[src/rtl/scl_timer_pkg.sv]
package scl_timer_pkg;

  typedef enum logic [1:0] {
    PH_IDLE = 2'd0,
    PH_LOW  = 2'd1,
    PH_HIGH = 2'd2
  } phase_e;

  // Phase length in ticks: count plus offset, less the divider clipped at cap.
  function automatic int unsigned phase_ticks(int unsigned count_v,
                                              int unsigned div_v,
                                              int unsigned offs,
                                              int unsigned cap);
    int unsigned trim;
    trim = (div_v > cap) ? cap : div_v;
    return count_v + offs - trim;
  endfunction

  // Tick index (from 0) that carries the sample point of a high phase.
  function automatic int unsigned mid_tick(int unsigned len);
    return len / 2;
  endfunction

endpackage

[src/rtl/scl_tick_div.sv]
module scl_tick_div #(
  parameter int PSC_W = 8
) (
  input  logic             clk,
  input  logic             rst_n,
  input  logic             hold,
  input  logic [PSC_W-1:0] div,
  output logic             tick,
  output logic             sub_zero
);

  logic [PSC_W-1:0] sub_cnt;

  assign tick     = !hold && (sub_cnt == div);
  assign sub_zero = (sub_cnt == '0);

  always_ff @(posedge clk or negedge rst_n) begin
    if (!rst_n)
      sub_cnt <= '0;
    else if (hold || tick)
      sub_cnt <= '0;
    else
      sub_cnt <= sub_cnt + PSC_W'(1);
  end

  AST_SUB_BOUND: assert property (@(posedge clk) disable iff (!rst_n)
    !hold |-> (sub_cnt <= div));

endmodule

[src/rtl/scl_phase_seq.sv]
module scl_phase_seq
  import scl_timer_pkg::*;
#(
  parameter int PSC_W  = 8,
  parameter int TIME_W = 8,
  parameter int OFFSET = 7,
  parameter int CAP    = 2,
  localparam int LEN_W = TIME_W + 2
) (
  input  logic              clk,
  input  logic              rst_n,
  input  logic              run_req,
  input  logic              stop_req,
  input  logic [PSC_W-1:0]  psc_div,
  input  logic [TIME_W-1:0] low_cnt,
  input  logic [TIME_W-1:0] high_cnt,
  input  logic              tick,
  output phase_e            phase,
  output logic [PSC_W-1:0]  cur_psc,
  output logic [LEN_W-1:0]  cur_len,
  output logic [LEN_W-1:0]  tcnt,
  output logic              phase_end
);

  logic             stop_pend;
  logic             stop_now;
  logic [LEN_W-1:0] len_low_new;
  logic [LEN_W-1:0] len_high_new;

  assign len_low_new  = LEN_W'(phase_ticks(32'(low_cnt), 32'(psc_div),
                                           OFFSET, CAP));
  assign len_high_new = LEN_W'(phase_ticks(32'(high_cnt), 32'(psc_div),
                                           OFFSET, CAP));

  assign phase_end = tick && (tcnt == cur_len - LEN_W'(1));
  assign stop_now  = stop_pend || stop_req;

  always_ff @(posedge clk or negedge rst_n) begin
    if (!rst_n) begin
      phase     <= PH_IDLE;
      cur_psc   <= '0;
      cur_len   <= '0;
      tcnt      <= '0;
      stop_pend <= 1'b0;
    end else begin
      case (phase)
        PH_IDLE: begin
          stop_pend <= 1'b0;
          if (run_req) begin
            phase   <= PH_LOW;
            cur_psc <= psc_div;
            cur_len <= len_low_new;
            tcnt    <= '0;
          end
        end
        PH_LOW: begin
          if (stop_req) stop_pend <= 1'b1;
          if (phase_end) begin
            phase   <= PH_HIGH;
            cur_psc <= psc_div;
            cur_len <= len_high_new;
            tcnt    <= '0;
          end else if (tick) begin
            tcnt <= tcnt + LEN_W'(1);
          end
        end
        PH_HIGH: begin
          if (stop_req) stop_pend <= 1'b1;
          if (phase_end) begin
            tcnt <= '0;
            if (stop_now) begin
              phase     <= PH_IDLE;
              stop_pend <= 1'b0;
            end else begin
              phase   <= PH_LOW;
              cur_psc <= psc_div;
              cur_len <= len_low_new;
            end
          end else if (tick) begin
            tcnt <= tcnt + LEN_W'(1);
          end
        end
        default: phase <= PH_IDLE;
      endcase
    end
  end

  AST_LEN_HELD: assert property (@(posedge clk) disable iff (!rst_n)
    (phase != PH_IDLE && !phase_end) |=> ($stable(cur_len) && $stable(cur_psc)));
  AST_LEN_FLOOR: assert property (@(posedge clk) disable iff (!rst_n)
    (phase != PH_IDLE) |-> (cur_len >= LEN_W'(OFFSET - CAP)));
  AST_TCNT_RANGE: assert property (@(posedge clk) disable iff (!rst_n)
    (phase != PH_IDLE) |-> (tcnt < cur_len));
  AST_STOP_AFTER_HIGH: assert property (@(posedge clk) disable iff (!rst_n)
    (phase == PH_IDLE && $past(phase) != PH_IDLE) |->
      ($past(phase) == PH_HIGH && $past(stop_now)));

endmodule

[src/rtl/scl_strobe_gen.sv]
module scl_strobe_gen
  import scl_timer_pkg::*;
#(
  parameter int LEN_W = 10
) (
  input  phase_e           phase,
  input  logic [LEN_W-1:0] tcnt,
  input  logic [LEN_W-1:0] cur_len,
  input  logic             sub_zero,
  output logic             chg_stb,
  output logic             smp_stb
);

  logic [LEN_W-1:0] mid_idx;

  assign mid_idx = LEN_W'(mid_tick(32'(cur_len)));

  always_comb begin
    chg_stb = (phase == PH_LOW)  && (tcnt == '0)     && sub_zero;
    smp_stb = (phase == PH_HIGH) && (tcnt == mid_idx) && sub_zero;
  end

endmodule

[src/rtl/i2c_scl_timer.sv]
module i2c_scl_timer
  import scl_timer_pkg::*;
#(
  parameter int PSC_W  = 8,
  parameter int TIME_W = 8,
  parameter int OFFSET = 7,
  parameter int CAP    = 2
) (
  input  logic              clk,
  input  logic              rst_n,
  input  logic              run_req,
  input  logic              stop_req,
  input  logic [PSC_W-1:0]  psc_div,
  input  logic [TIME_W-1:0] low_cnt,
  input  logic [TIME_W-1:0] high_cnt,
  output logic              scl_pull,
  output logic              chg_stb,
  output logic              smp_stb,
  output logic              active
);

  localparam int LEN_W = TIME_W + 2;

  phase_e           phase;
  logic [PSC_W-1:0] cur_psc;
  logic [LEN_W-1:0] cur_len;
  logic [LEN_W-1:0] tcnt;
  logic             phase_end;
  logic             tick;
  logic             sub_zero;
  logic             idle_hold;

  assign idle_hold = (phase == PH_IDLE);
  assign active    = !idle_hold;
  assign scl_pull  = (phase == PH_LOW);

  scl_tick_div #(.PSC_W(PSC_W)) u_div (
    .clk      (clk),
    .rst_n    (rst_n),
    .hold     (idle_hold),
    .div      (cur_psc),
    .tick     (tick),
    .sub_zero (sub_zero)
  );

  scl_phase_seq #(
    .PSC_W(PSC_W), .TIME_W(TIME_W), .OFFSET(OFFSET), .CAP(CAP)
  ) u_seq (
    .clk       (clk),
    .rst_n     (rst_n),
    .run_req   (run_req),
    .stop_req  (stop_req),
    .psc_div   (psc_div),
    .low_cnt   (low_cnt),
    .high_cnt  (high_cnt),
    .tick      (tick),
    .phase     (phase),
    .cur_psc   (cur_psc),
    .cur_len   (cur_len),
    .tcnt      (tcnt),
    .phase_end (phase_end)
  );

  scl_strobe_gen #(.LEN_W(LEN_W)) u_stb (
    .phase    (phase),
    .tcnt     (tcnt),
    .cur_len  (cur_len),
    .sub_zero (sub_zero),
    .chg_stb  (chg_stb),
    .smp_stb  (smp_stb)
  );

  AST_IDLE_QUIET: assert property (@(posedge clk) disable iff (!rst_n)
    !active |-> (!scl_pull && !chg_stb && !smp_stb));
  AST_CHG_ON_FALL: assert property (@(posedge clk) disable iff (!rst_n)
    $rose(scl_pull) |-> chg_stb);
  AST_SMP_IN_HIGH: assert property (@(posedge clk) disable iff (!rst_n)
    smp_stb |-> (active && !scl_pull));
  AST_STRB_EXCL: assert property (@(posedge clk) disable iff (!rst_n)
    !(chg_stb && smp_stb));

endmodule

[config.mk]
export PLATFORM = sky130hd
export DESIGN_NAME = i2c_scl_timer
export DESIGN_NICKNAME = d
export VERILOG_FILES = /design/src/rtl/scl_timer_pkg.sv /design/src/rtl/scl_tick_div.sv /design/src/rtl/scl_phase_seq.sv /design/src/rtl/scl_strobe_gen.sv /design/src/rtl/i2c_scl_timer.sv
export SDC_FILE = /design/constraint.sdc
export NUM_CORES = 1
export LEC_CHECK = 0
export BUFFER_PORTS_ARGS = -buffer_cell sky130_fd_sc_hd__buf_2
export CAP_MARGIN = 20
export CORE_AREA = 2 2 119 63
export DETAILED_ROUTE_END_ITERATION = 10
export DIE_AREA = 0 0 121 65
export HOLD_SLACK_MARGIN = 0.12
export PLACE_DENSITY = 0.78
export SLEW_MARGIN = 0
export SYNTH_ARGS = -nofsm -noshare
export SYNTH_HDL_FRONTEND = slang
export SYNTH_SLANG_ARGS = --single-unit
[constraint.sdc]
create_clock -name clk -period 3 [get_ports clk]
set_input_delay 0.3 -clock clk [delete_from_list [all_inputs] [get_ports clk]]
set_output_delay 0.3 -clock clk [all_outputs]
set_load 0.01 [all_outputs]
# After elaboration in Yosys (flattened, before gate mapping)
# Cells that the tools add are included.
# op_classes
addsub	7
magnitude_cmp	1
n_eq_ne	10
mux	25
n_reduce_logical	18
# ops
operator	count
$mux W10	7
$mux W8	6
$pmux W10 S3	1
$pmux W8 S3	1
$pmux W10 S2	1
$add A8 B3 Y9 const B	2
$add A10 B1 Y10 const B	1
$eq A10 B10 Y1	1
$eq A10 B9 Y1	1
$logic_not A10 Y1	1
$sub A10 B1 Y10 const B	1
$sub A10 B10 Y10	1
$sub A10 B8 Y10	1
$add A8 B1 Y8 const B	1
$eq A8 B8 Y1	1
$gt A8 B2 Y1 const B	1
$logic_not A8 Y1	1
$logic_and A1 B1 Y1	6
$mux W2	3
$ne A2 B2 Y1 const B	3
$pmux W2 S3	1
$reduce_and A3 Y1	2
$reduce_and A5 Y1	1
$mux W1	4
11 further kinds	12
# word_totals
ff_bits	39
in_bits	28
output_inout_bits	4
wordCells	67

# Logic depth before layout (Yosys ltp)
# logic_depth
ltp_word	6
depth_mapped	12
ltp_nobuf	12

# Hierarchy
# Synthesis repeated with hierarchy kept, for this count alone.
# unflattened
hier_cells	371
hier_area_um2	3503.4
# modules_own_cells
module	instances	cells_per_inst	area_per_inst_um2	seq_area_each_um2
scl_phase_seq	1	299	2807.7	775.7
scl_tick_div	1	51	525.5	200.2
scl_strobe_gen	1	18	151.4	0.0
i2c_scl_timer	1	3	18.8	0.0

# Worst setup path before layout
# No wires, ideal clock.
# synth_path
kind	input port to flip-flop
start	in psc_div[4]
end	reg u_seq.cur_len[8]
setup_ps	127
arrival_ps	2644
t_required_ps	2873
path_slack_ps	228
stages	10
n_path_buf	0
cell_sequence	or4_1 > nor3_1 > ha_1 > inv_1 > ha_1 > a2111oi_0 > o31ai_1 > xnor2_1 > mux2i_1 > mux2_1
# synth_between
elab_chain_cells	6
word_cells_on_any_way	9
cone_classes	2 x add/sub; 1 x order compare; 6 x mux
# synth_lines
element	line_no	rtl
from (decl)	i2c_scl_timer.sv:13	input logic [PSC_W-1:0] psc_div,
$gt A8 B2 Y1	scl_timer_pkg.sv:15	trim = (div_v > cap) ? cap : div_v;
$mux W8 (*)	scl_timer_pkg.sv:15	
$sub A10 B8 Y10	scl_timer_pkg.sv:16	return count_v + offs - trim;
$mux W10	scl_phase_seq.sv:71	if (stop_now) begin
$mux W10	scl_phase_seq.sv:69	if (phase_end) begin
$pmux W10 S3 (*)	scl_phase_seq.sv:46	case (phase)
to (signal assigned)	scl_phase_seq.sv:52	cur_len <= len_low_new;
to (signal assigned)	scl_phase_seq.sv:61	cur_len <= len_high_new;
to (signal assigned)	scl_phase_seq.sv:77	cur_len <= len_low_new;
to (decl)	scl_phase_seq.sv:20	output logic [LEN_W-1:0] cur_len,
# Every way passes the cells marked *; elsewhere a longest branch is shown, timed or not. The select of a mux whose other input is x is not followed.
# A chain may end at the register's enable or synchronous reset.

# Worst setup path in the final report
# layout_path
start	reg u_seq.cur_len[0]
end	reg u_seq.cur_psc[0]
# layout_between
elab_chain_cells	5
word_cells_on_any_way	6
cone_classes	1 x add/sub; 3 x eq/ne; 2 x reduce/logical
# layout_lines
element	line_no	rtl
$sub A10 B1 Y10 (*)	scl_phase_seq.sv:35	assign phase_end = tick && (tcnt == cur_len - LEN_W'(1));
$eq A10 B10 Y1 (*)	scl_phase_seq.sv:35	
$logic_and A1 B1 Y1 (*)	scl_phase_seq.sv:35	
$ne A2 B2 Y1 (no source line) or $ne A2 B1 Y1 (tied branches)	-	
$reduce_and A5 Y1 (no source line) (*)	-	
to (signal assigned)	scl_phase_seq.sv:51	cur_psc <= psc_div;
to (signal assigned)	scl_phase_seq.sv:60	cur_psc <= psc_div;
to (signal assigned)	scl_phase_seq.sv:76	cur_psc <= psc_div;
to (decl)	scl_phase_seq.sv:19	output logic [PSC_W-1:0] cur_psc,
# Every way passes the cells marked *; elsewhere a longest branch is shown, timed or not.

==> metrics.txt <==
die width=121 um; routed vias/inst=5.70; static leakage=around 1.9 nW; Power Total=roughly 0.0033 W; clk sink count=39; die area=~0.0079 mm2; post-synth cell types=56; Clock transition at path regs=about 0.06 ns; clk buf depth=2; setup bufs post-CTS=0; Worst Setup End Kind=flop; die height=between 60 and 70 um; Setup WS pre-CTS=-0.0945 ns; kind of critical path=reg2reg; pin count of the biggest net entering global routing=40; ANT nets after route=0; post-synthesis cell count=approximately 400; Tightest Pin Transition=slightly above 0.9 ns; final worst slack=0.200 ns; total of max-cap violations=0; First DRT Iteration DRCs=172; post-synthesis sequential area ratio=27.5%; fmax=0.357 GHz; PortBufs=31; Top FF cell, synth=dfrtp_1; design area=a little over 0.004 mm2; Arr. time, crit path=2.97 ns; relative slew slack=39.6%; flip-flop and latch area=976 um2; sequential share of power=29.3%; Worst setup SP type=flop; total track usage=24.5%; P&R area growth vs syn=16.8%; DP Cell Count=544; Initial Util=51.0%; TritonCTS clock tree=yes; RSZ-0062 raised after global routing=false; worst-path fanout max=18; run status=finished clean; CTS Buf Count=5; initial antenna violation count=0; share of cells above drive strength 1=between 15 and 20%; yosys warns=0; switching power total=0.00134 W; Final Slew Violations=0; Final Hold Vio Count=0; ANT cells=0; Critical Path RT=3.17 ns; routability cong.=0.891; Syn Area/Cell=8.90 um2; DR vias=3147; Yosys reg bits=39; first-pass GRT wire length=between 15000 and 20000 um; IO Count=32; multi-input logic area=0.00244 mm2; site row count=22; skew final=0.00532 ns; Final Non-Filler Cells=552; htree depth=2; drt drc=0; Core Region=between 0.006 and 0.007 mm2; Post-synth ARST share=100%; routed length per instance=16.1 um; hold_buf cts=0; Total Nets Final=511; Final Cycle Share=93.3%; PD cells=791 mW/mm2; fill count=618; area of the mapped netlist=between 0.003 and 0.004 mm2; number of synthesized flops with an enable pin=0; drt pass-1 iters=6; Clock power frac=21.1%; sw frac=40.7%; Final Setup Violations=0; root buf cell=clkbuf_16; GR Overflow Total=0; combinational share of power=49.6%; vias in the first global route=3038; clock latency on the worst-skew pair=0.29 ns; post-layout minimum cycle time=2.80 ns; min-delay worst type=in2async; Final HPWL DP=7110 um; Post-DP Area=0.00396 mm2; DRT Wirelength=a little under 9000 um; peak supply drop=0.432 mV; internal power=just under 0.002 W; Hold Worst Slack=0.141 ns
[power by group through the flow]
| stage | Sequential (W) | Combinational [W] | Clock (W) |
|---|---|---|---|
| finish | 0.000962 | 0.00163 | 0.000693 |
| global route | 0.000997 | 0.00180 | 0.000725 |
| CTS | 0.000958 | 0.00161 | 0.000704 |
| detailed placement | 0.000967 | 0.00160 | 0 |
| global placement | 0.000959 | 0.00153 | 0 |
| floorplan | 0.000848 | 0.00125 | 0 |
[final timing paths]
check / from / end / slack, ns / cells after the start
min in group clk: psc_div[0] / u_seq.cur_psc[0]$_DFFE_PN0P_ / 0.28 / 2
max in group asynchronous: rst_n / u_seq.phase[1]$_DFFE_PN0P_ / 2.29 / 1
min: rst_n / u_seq.tcnt[8]$_DFFE_PN0P_ / 0.14 / 1
min reg2reg: u_seq.cur_psc[4]$_DFFE_PN0P_ / u_seq.cur_psc[4]$_DFFE_PN0P_ / 0.53 / 1
max reg2reg: u_seq.cur_len[0]$_DFFE_PN0P_ / u_seq.cur_psc[0]$_DFFE_PN0P_ / 0.20 / 10
max: u_seq.cur_len[0]$_DFFE_PN0P_ / u_seq.cur_psc[0]$_DFFE_PN0P_ / 0.20 / 10
[through the flow]
| step | util [%] | TNS (ns) |
|---|---|---|
| after floorplan | - | 0 |
| after global placement | 56.8 | 0 |
| after CTS | 59.6 | 0 |
| after detailed placement | 56.8 | -0.188 |
| final | 59.6 | 0 |
| after global routing | 59.6 | 0 |
[flip-flops by register name, summed over array words and instances (netlist names)]
name,flops
u_div.sub_cnt,8
u_seq.cur_len,10
u_seq.cur_psc,8
u_seq.phase,2
u_seq.stop_pend,1
u_seq.tcnt,10
[final cells by class]
class | instances | share of cell area, %
clock buffers | 6 | 3.11
multi-input cells | 332 | 58.9
flip-flops and latches | 39 | 23.5
repair buffers | 52 | 7.84
clock inverters | 2 | 1.45
inverters | 25 | 2.26
well taps | 96 | 2.90
[Yosys cell counts (4+ instances only)]
| cell | n | area [um2] |
|---|---|---|
| and3_1 | 7 | 43.8 |
| and2_1 | 4 | 25.0 |
| nor4_1 | 11 | 68.8 |
| nand2_1 | 20 | 75.1 |
| ha_1 | 28 | 350 |
| o22ai_1 | 4 | 25.0 |
| mux2_1 | 5 | 56.3 |
| nor2b_1 | 5 | 31.3 |
| dfrtp_1 | 39 | 976 |
| clkbuf_1 | 8 | 30.0 |
| a21o_1 | 7 | 52.6 |
| o31ai_1 | 10 | 75.1 |
| nor3_1 | 11 | 55.1 |
| xor2_1 | 30 | 263 |
| and4_1 | 4 | 35.0 |
| inv_1 | 23 | 86.3 |
| nand3_1 | 18 | 90.1 |
| nand2b_1 | 4 | 25.0 |
| nor2_1 | 27 | 101 |
| o21ai_0 | 9 | 45.0 |
| a31oi_1 | 6 | 37.5 |
| mux2i_1 | 7 | 70.1 |
| or3_1 | 4 | 25.0 |
| xnor2_1 | 28 | 245 |
| mux2_2 | 10 | 113 |
| a22o_1 | 6 | 52.6 |
| a21oi_1 | 16 | 80.1 |
[per-layer routing]
| metal | part of all wire [%] | wire length [um] | vias up | GRT usage [%] |
|---|---|---|---|---|
| met4 | 0.62 | 55 | 0 | 4.65 |
| met5 | 0 | 0 | - | 0 |
| li1 | - | - | 1550 | - |
| met3 | 9.1 | 807 | 5 | 8.71 |
| met2 | 39 | 3500 | 112 | 34.7 |
| met1 | 51 | 4540 | 1480 | 35.8 |
[cells in the final DEF, fill, tap and decap left out, types with 6 or more instances in the layout]
cell type	Yosys	final
dfrtp_1	39	39
buf_2	3	31
xor2_1	30	30
xnor2_1	28	28
ha_1	28	28
nor2_1	27	27
inv_1	23	23
nand2_1	20	20
buf_4	1	20
nand3_1	18	18
a21oi_1	16	16
conb_1	1	12
nor3_1	11	11
nor4_1	11	11
o31ai_1	10	10
mux2_2	10	10
o21ai_0	9	9
and3_1	7	7
a21o_1	7	7
mux2i_1	7	7
a31oi_1	6	6
a22o_1	6	6
[worst max-delay path: stages, from the launching register on]
cell,delay (ns)
dfrtp_1,0.37
inv_1,0.10
ha_1,0.19
buf_4,0.13
nor3b_1,0.41
xnor2_1,0.17
o22ai_1,0.13
a2111oi_4,0.45
a21o_1,0.22
buf_12,0.17
mux2_2,0.34
[repair_timing]
action | CTS | global route
resized for setup | 0 | 1
endpoints found under the hold margin | 0 | 0
setup endpoints to repair | 0 | 1
[logic make-up after synthesis]
kind of cell | share of synthesized area [%]
muxes | 6.73
AOI/OAI and AO/OA | 16.8
other | 0.106
xor gates and xnor gates | 14.3
adders and majority gates | 9.87
DFF | 27.5
and+or+nand+nor | 19.8
buffers and inverters | 4.86
Note: power is estimated with default switching activity, not from simulation.
